## src/rtl/xtrk_pkg.sv

```systemverilog
package xtrk_pkg;
  localparam int NSTG    = 5;
  localparam int IF_W    = 3;
  localparam int MEM_W   = 3;
  localparam int VEC_W   = IF_W + 1 + 1 + MEM_W;
  localparam int CAUSE_W = $clog2(VEC_W + 1);
  localparam int B_IF    = 0;
  localparam int B_ILL   = B_IF + IF_W;
  localparam int B_ARI   = B_ILL + 1;
  localparam int B_MEM   = B_ARI + 1;
  localparam int ST_MEM  = NSTG - 2;
  localparam int ST_WB   = NSTG - 1;
endpackage

```

## src/rtl/xtrk_stage.sv

```systemverilog
module xtrk_stage
  import xtrk_pkg::*;
#(
  parameter int PC_W = 32
) (
  input  logic             clk,
  input  logic             rst,
  input  logic             kill,
  input  logic             in_valid,
  input  logic [PC_W-1:0]  in_pc,
  input  logic [VEC_W-1:0] in_vec,
  output logic             valid_o,
  output logic [PC_W-1:0]  pc_o,
  output logic [VEC_W-1:0] vec_o
);
  always_ff @(posedge clk) begin
    if (rst || kill) begin
      valid_o <= 1'b0;
      pc_o    <= '0;
      vec_o   <= '0;
    end else begin
      valid_o <= in_valid;
      pc_o    <= in_pc;
      vec_o   <= in_valid ? in_vec : '0;
    end
  end
endmodule

```

## src/rtl/xtrk_cause_enc.sv

```systemverilog
module xtrk_cause_enc
  import xtrk_pkg::*;
(
  input  logic [VEC_W-1:0]   vec,
  output logic [CAUSE_W-1:0] code
);
  always_comb begin
    code = '0;
    for (int i = VEC_W - 1; i >= 0; i--) begin
      if (vec[i]) code = CAUSE_W'(i + 1);
    end
  end
endmodule

```

## src/rtl/xtrk_hold.sv

```systemverilog
module xtrk_hold
  import xtrk_pkg::*;
#(
  parameter int PC_W = 32
) (
  input  logic               clk,
  input  logic               rst,
  input  logic               take,
  input  logic [PC_W-1:0]    take_pc,
  input  logic [CAUSE_W-1:0] take_cause,
  input  logic               ack,
  output logic               pend_o,
  output logic [PC_W-1:0]    pc_o,
  output logic [CAUSE_W-1:0] cause_o
);
  always_ff @(posedge clk) begin
    if (rst) begin
      pend_o  <= 1'b0;
      pc_o    <= '0;
      cause_o <= '0;
    end else if (take && (!pend_o || ack)) begin
      pend_o  <= 1'b1;
      pc_o    <= take_pc;
      cause_o <= take_cause;
    end else if (ack) begin
      pend_o  <= 1'b0;
    end
  end

  // an unacknowledged held exception is never overwritten
  a_r9_hold_stable: assert property (@(posedge clk) disable iff (rst)
    (pend_o && !ack) |=> (pend_o && $stable(pc_o) && $stable(cause_o)));

  // acknowledge coinciding with a new fault keeps pending set
  a_r10_ack_and_take: assert property (@(posedge clk) disable iff (rst)
    (take && ack) |=> pend_o);
endmodule

```

## src/rtl/precise_exc_tracker.sv

```systemverilog
module precise_exc_tracker
  import xtrk_pkg::*;
#(
  parameter int              PC_W       = 32,
  parameter logic [PC_W-1:0] HANDLER_PC = PC_W'(32'h0000_0180)
) (
  input  logic               clk,
  input  logic               rst,
  input  logic               fetch_valid_i,
  input  logic [PC_W-1:0]    fetch_pc_i,
  input  logic [IF_W-1:0]    fetch_flt_i,
  input  logic               dec_illegal_i,
  input  logic               exe_arith_i,
  input  logic [MEM_W-1:0]   mem_flt_i,
  input  logic               mem_wr_req_i,
  input  logic               wb_wr_req_i,
  input  logic               ack_i,
  output logic               mem_wr_en_o,
  output logic               rf_wr_en_o,
  output logic               commit_o,
  output logic [PC_W-1:0]    commit_pc_o,
  output logic               flush_o,
  output logic               redirect_o,
  output logic [PC_W-1:0]    redirect_pc_o,
  output logic               exc_pending_o,
  output logic [PC_W-1:0]    exc_pc_o,
  output logic [CAUSE_W-1:0] exc_cause_o
);
  logic             stg_vld [NSTG];
  logic [PC_W-1:0]  stg_pc  [NSTG];
  logic [VEC_W-1:0] stg_vec [NSTG];
  logic             nxt_vld [NSTG];
  logic [PC_W-1:0]  nxt_pc  [NSTG];
  logic [VEC_W-1:0] nxt_vec [NSTG];
  logic [VEC_W-1:0] raise   [NSTG];

  logic               exc_take;
  logic [CAUSE_W-1:0] wb_cause;

  // Cause bits raised by the stage an instruction currently occupies
  always_comb begin
    for (int k = 0; k < NSTG; k++) raise[k] = '0;
    raise[1]      = VEC_W'(dec_illegal_i) << B_ILL;
    raise[2]      = VEC_W'(exe_arith_i) << B_ARI;
    raise[ST_MEM] = VEC_W'(mem_flt_i) << B_MEM;
  end

  always_comb begin
    nxt_vld[0] = fetch_valid_i;
    nxt_pc[0]  = fetch_pc_i;
    nxt_vec[0] = VEC_W'(fetch_flt_i) << B_IF;
    for (int k = 1; k < NSTG; k++) begin
      nxt_vld[k] = stg_vld[k-1];
      nxt_pc[k]  = stg_pc[k-1];
      nxt_vec[k] = stg_vec[k-1] | raise[k-1];
    end
  end

  for (genvar g = 0; g < NSTG; g++) begin : g_stage
    xtrk_stage #(.PC_W(PC_W)) u_stage (
      .clk      (clk),
      .rst      (rst),
      .kill     (exc_take),
      .in_valid (nxt_vld[g]),
      .in_pc    (nxt_pc[g]),
      .in_vec   (nxt_vec[g]),
      .valid_o  (stg_vld[g]),
      .pc_o     (stg_pc[g]),
      .vec_o    (stg_vec[g])
    );
  end

  xtrk_cause_enc u_enc (
    .vec  (stg_vec[ST_WB]),
    .code (wb_cause)
  );

  assign exc_take      = stg_vld[ST_WB] && (stg_vec[ST_WB] != '0);
  assign commit_o      = stg_vld[ST_WB] && (stg_vec[ST_WB] == '0);
  assign commit_pc_o   = stg_pc[ST_WB];
  assign rf_wr_en_o    = commit_o && wb_wr_req_i;
  assign flush_o       = exc_take;
  assign redirect_o    = exc_take;
  assign redirect_pc_o = HANDLER_PC;
  assign mem_wr_en_o   = mem_wr_req_i && stg_vld[ST_MEM] && (stg_vec[ST_MEM] == '0)
                         && (mem_flt_i == '0) && !exc_take;

  xtrk_hold #(.PC_W(PC_W)) u_hold (
    .clk        (clk),
    .rst        (rst),
    .take       (exc_take),
    .take_pc    (stg_pc[ST_WB]),
    .take_cause (wb_cause),
    .ack        (ack_i),
    .pend_o     (exc_pending_o),
    .pc_o       (exc_pc_o),
    .cause_o    (exc_cause_o)
  );

  // a redirecting retirement never writes the register file
  a_r4_no_rf_on_redirect: assert property (@(posedge clk) disable iff (rst)
    redirect_o |-> !rf_wr_en_o);

  // after a flush, nothing reaches write-back in the next cycle
  a_r5_flush_empties_wb: assert property (@(posedge clk) disable iff (rst)
    flush_o |=> (!commit_o && !redirect_o));

  // after a flush, the memory stage holds no store
  a_r5_no_store_after_flush: assert property (@(posedge clk) disable iff (rst)
    flush_o |=> !mem_wr_en_o);

  // pending rises only after a faulting retirement
  a_r9_pending_source: assert property (@(posedge clk) disable iff (rst)
    $rose(exc_pending_o) |-> $past(flush_o));

  // a held exception always carries a non-zero cause
  a_r3_cause_nonzero: assert property (@(posedge clk) disable iff (rst)
    exc_pending_o |-> (exc_cause_o != '0));
endmodule

```

## config.mk

```make
export PLATFORM = sky130hd
export DESIGN_NAME = precise_exc_tracker
export DESIGN_NICKNAME = d
export VERILOG_FILES = /design/src/rtl/xtrk_pkg.sv /design/src/rtl/xtrk_stage.sv /design/src/rtl/xtrk_cause_enc.sv /design/src/rtl/xtrk_hold.sv /design/src/rtl/precise_exc_tracker.sv
export SDC_FILE = /design/constraint.sdc
export NUM_CORES = 1
export LEC_CHECK = 0
export BUFFER_PORTS_ARGS = -buffer_cell sky130_fd_sc_hd__buf_2
export CAP_MARGIN = 20
export CORE_MARGIN = 5
export CORE_UTILIZATION = 53
export CTS_CLUSTER_SIZE = 8
export DETAILED_ROUTE_END_ITERATION = 6
export PLACE_DENSITY = 0.87
export SYNTH_ARGS = -nofsm -noshare
export SYNTH_HDL_FRONTEND = slang
export SYNTH_SLANG_ARGS = --single-unit
```

## constraint.sdc

```tcl
create_clock -name clk -period 2.4 [get_ports clk]
set_input_delay 0.24 -clock clk [delete_from_list [all_inputs] [get_ports clk]]
set_output_delay 0.24 -clock clk [all_outputs]
set_load 0.1 [all_outputs]
```

Word level (Yosys, flattened, before mapping)

Cells that the tools add are included.

Input bits: 46
Logic and storage cells: 59
Register bits: 242
Output and inout bits: 106

Reductions and logical operators: 22
Bitwise logic cells: 8
Muxes and demuxes: 10

Operators with widths:

| cell                | count |
|---|---|
| $mux W4             | 8 |
| $logic_not A8 Y1    | 2 |
| $reduce_or A2 Y1    | 5 |
| $logic_and A1 B1 Y1 | 8 |
| $or A8 B4 Y8        | 1 |
| $or A8 B5 Y8        | 1 |
| $or A8 B8 Y8        | 1 |
| $reduce_bool A8 Y1  | 1 |
| $not A1 Y1          | 5 |
| $logic_not A3 Y1    | 1 |
| $logic_not A1 Y1    | 2 |
| $logic_or A1 B1 Y1  | 2 |
| $mux W1             | 2 |
| $reduce_bool A2 Y1  | 1 |

Depth between registers and ports, before layout

Depth in word-level cells: 8
Depth in mapped cells: 8
Gate-level depth less buffers: 6

Hierarchy

Synthesis repeated with hierarchy kept, for this count alone.

Cells, all modules: 676
Area total of the unflattened synthesis: 8,306.7 um^2

Modules (own cells, without submodules):

| module              | cells an instance | sequential area each (um^2) | instances | area each (um^2) |
|---|---|---|---|---|
| xtrk_stage          | 90                | 820.8                       | 5         | 1,237.4 |
| xtrk_hold           | 161               | 740.7                       | 1         | 1,677.9 |
| precise_exc_tracker | 53                | 0.0                         | 1         | 370.4 |
| xtrk_cause_enc      | 12                | 0.0                         | 1         | 71.3 |

Worst setup path after synthesis

OpenSTA, ideal clock, no wires.

Path type: reg2out
Start: register g_stage[4].u_stage.vec_o[4]
End: output port rf_wr_en_o
Buffers on the path: 0
Required time: 2.160 ns
Slack: -1.544 ns
Arrival time: 3.704 ns
Stages on the path, launching flop included: 5
Path through: dfxtp_1 > nor4_1 > nand2_1 > nor3_1 > and2_1

Cells in the longest elaborated chain, start to end: 3

Ends and longest elaborated chain:

| item                     | line                      | RTL |
|---|---|---|
| start: declaration       | xtrk_stage.sv:14          | `output logic [VEC_W-1:0] vec_o` |
| start signal: assignment | xtrk_stage.sv:24          | `vec_o <= in_valid ? in_vec : '0;` |
| $logic_not A8 Y1         | precise_exc_tracker.sv:79 | `assign commit_o = stg_vld[ST_WB] && (stg_vec[ST_WB] == '0);` |
| $logic_and A1 B1 Y1      | precise_exc_tracker.sv:79 |  |
| via commit_o             | precise_exc_tracker.sv:20 | `output logic commit_o,` |
| $logic_and A1 B1 Y1      | precise_exc_tracker.sv:81 | `assign rf_wr_en_o = commit_o && wb_wr_req_i;` |
| end: declaration         | precise_exc_tracker.sv:19 | `output logic rf_wr_en_o,` |

The timed path passes the listed nets, and every way through them passes these cells.

Worst setup path after layout

Start: register g_stage[4].u_stage.vec_o[1]
End: output port rf_wr_en_o

Cells in the longest elaborated chain, start to end: 3

Ends and longest elaborated chain:

| item                | line |
|---|---|
| $logic_not A8 Y1    | precise_exc_tracker.sv:79 |
| $logic_and A1 B1 Y1 | precise_exc_tracker.sv:79 |
| $logic_and A1 B1 Y1 | precise_exc_tracker.sv:81 |

Every way passes these cells.

==> flow_summary.toml <==
[status]
status = "completed"

[power]
leakage_nw = 3.92
p_sw_share_pct = 21.0
p_switching_w = 0.00177
ir_drop_v = 0.000410
powerDensity_nw_per_um2 = 952
p_seq_share_pct = 46.0
internal_power_w = 0.00662
power_frac_clock_pct = 48.6
power_frac_comb_pct = 5.4

[final_layout]
areaGrowthSynthToFinish_pct = 26.1
nets = 817
nFillCells = 929
design_area_um2 = 8810
fin_util_pct = 67.3
antenna_cells = 0
layout-drive-gt1-share_pct = 29.7

[critical_path]
cp.required_ps = 2160
cp_num_buf_inv = 1
slowest_delay_ps = 410
critPathSlowestCell = "buf_2"
crit_family = "simple AND/OR/NAND/NOR gates"
path_class = "reg -> out"
cp-end-kind = "output pin"
crit_fanout = 4
crit_chain = "nor3_1, nand2_1, nor3_4, and2_1, buf_2"
startpoint_type = "register"
arrival_ps = 2050

[grt]
busiest_layer = "met2"
grt_use_met1_pct = 18.8
met2_usage_pct = 25.0
antenna_found_initial = 0
grt_pass1_wl_um = 19700
grt-ovfl-total = 0
grtUsageTotal_pct = 15.0
met3_usage_pct = 3.90
grt_max_degree = 189
grt_pass1_vias = 4106

[timing]
hold_viol_final = 0
finalSetupViolations = 0
slew-limit-headroom_pct = 63.1
worst_slew_pin_slew_ps = 554
min_period_ps = 2290
slew_violations = 0
rsz0062_at_grt = "no"
finalCritPeriodShare_pct = 95.4
worst_clock_skew_ps = 7.97
max_freq_mhz = 437

[detailed_routing]
via_count = 4124
wirelength_um = 11800
first_pass_iters = 4
post-route-drc-count = 0
ant_nets = 0
wl_per_cell_um = 12.5
drt_first_iter_violations = 222
viasPerCell = 4.34

[cts]
clock_latency_ps = 470
cts_buffers = 34
cts-root-buf = "clkbuf_16"
clk_pin_slew_ps = 40
cts.sinks = 225
clockBufferDepth = 3
h-tree-depth = 2
cts_tree = "built"
post_cts_buffers = 0

[run]
maxCapViolCount = 0

[synth]
syn_inst = 615
synth_top_area_share_pct = 64.5
yosysSeqAreaShare_pct = 64.5
async_flop_share_pct = 0
yosysWarnings = 0
syn_area_um2 = 6990
synth_area_leaders = "dfxtp_1 64%, and2_1 15%, a21oi_2 3.8%, buf_4 3.5%, nand2_2 2.7%"
synth_seq_cells = 225
yosys.area.top_type = "dfxtp_1"
synth-edff-count = 0
synth_ff_type = "dfxtp_1"
ys_types = 33
synth.avg_cell_area_um2 = 11.4

[floorplanning]
design.core.area_um2 = 13100
die_area_um2 = 15600
io_pins = 152
die_y_um = 125
rows = 42
die_width_um = 125
start_util_pct = 53.4

[placed_design]
io_buffers = 119
placed_cell_area_um2 = 7510
dpl.hpwl_um = 6800
gp_congestion = 0.792

[hold_path]
min_path_type = "in -> reg"
-- cells in the final DEF (no fill, tap or decap), types with 2 or more instances in the layout --
cell and n:
nor3_1 3, buf_12 2, dfxtp_1 225, a21oi_1 6, a21oi_2 30, inv_1 3, nand2_1 38, and3_1 23
dlygate4sd3_1 32, nor2_1 4, nand2_2 30, clkbuf_16 37, nand2b_1 2, conb_1 32, buf_2 118, and2_1 166
-- synthesized netlist by cell type (all sizes together) (2+ instances only) --
cell      n
inv       4
a21oi    36
nor4      2
or3       2
nor2      6
o21ai     2
conb      2
dfxtp   225
and2    166
nand2b    2
nand2    68
nor3      4
buf      44
and3     23
clkbuf   21
-- final cells by class --
class,instances,area [µm²],area share [%]
Multi-Input combinational cell,351,2130,24.2
Clock inverter,1,8.76,0.0994
Timing Repair Buffer,155,997,11.3
Tap cell,176,220,2.50
Inverter,4,15.0,0.170
Clock buffer,38,930,10.6
Sequential cell,225,4500,51.1
-- power by group through the flow --
stage               Combinational, W  Clock [W]  Sequential, W
global placement            0.000410          0        0.00392
floorplan                   0.000359          0        0.00395
finish                      0.000454    0.00408        0.00385
detailed placement          0.000412          0        0.00392
CTS                         0.000454    0.00416        0.00385
global route                0.000482    0.00436        0.00386
-- cell families after synthesis --
logic type             Yosys count  synth area share [%]
and+or+nand+nor                277                  23.4
buffers and inverters           69                  6.89
DFF                            225                  64.5
other                            2                 0.107
AOI/OAI and AO/OA               42                  5.12
-- flip-flops by register name, summed over array words and instances (netlist names) --
register                 count
u_hold.pc_o                 32
g_stage.u_stage.vec_o       23
u_hold.cause_o               4
g_stage.u_stage.valid_o      5
u_hold.pend_o                1
g_stage.u_stage.pc_o       160
-- metal layers --
layer / share of wire (%) / routed length [µm]
met1: 43 / 5130
met2: 48 / 5700
met3: 6.4 / 759
met4: 2.2 / 261
met5: 0 / 0
-- repair_timing --
action,in CTS,in global routing
endpoints found under the hold margin,32,0
pin swaps,0,0
endpoints found under the setup margin,1,1
gates resized for setup,1,2
hold buffers,32,0
-- worst paths after layout --
kind	start	endpoint	slack (ps)	cells after the start
max reg2reg	g_stage[4].u_stage.vec_o[1]$_SDFF_PP0_	g_stage[2].u_stage.pc_o[13]$_SDFF_PP0_	300	7
max	g_stage[4].u_stage.vec_o[1]$_SDFF_PP0_	rf_wr_en_o	110	5
min reg2reg	g_stage[0].u_stage.pc_o[20]$_SDFF_PP0_	g_stage[1].u_stage.pc_o[20]$_SDFF_PP0_	410	1
min	fetch_pc_i[2]	g_stage[0].u_stage.pc_o[2]$_SDFF_PP0_	10	2
-- metrics by stage --
step	total power (W)	setup TNS (ps)	hold slack [ps]	setup WS, ps	cells
floorplan	0.00431	-186	362	-186	645
global placement	0.00433	0	408	309	878
detailed placement	0.00433	0	410	267	878
CTS	0.00847	0	0.203	99.6	949
global route	0.00869	0	9.29	6.42	950
finish	0.00839	0	11.0	110	950
No activity file was read; power rests on OpenSTA's default activity.
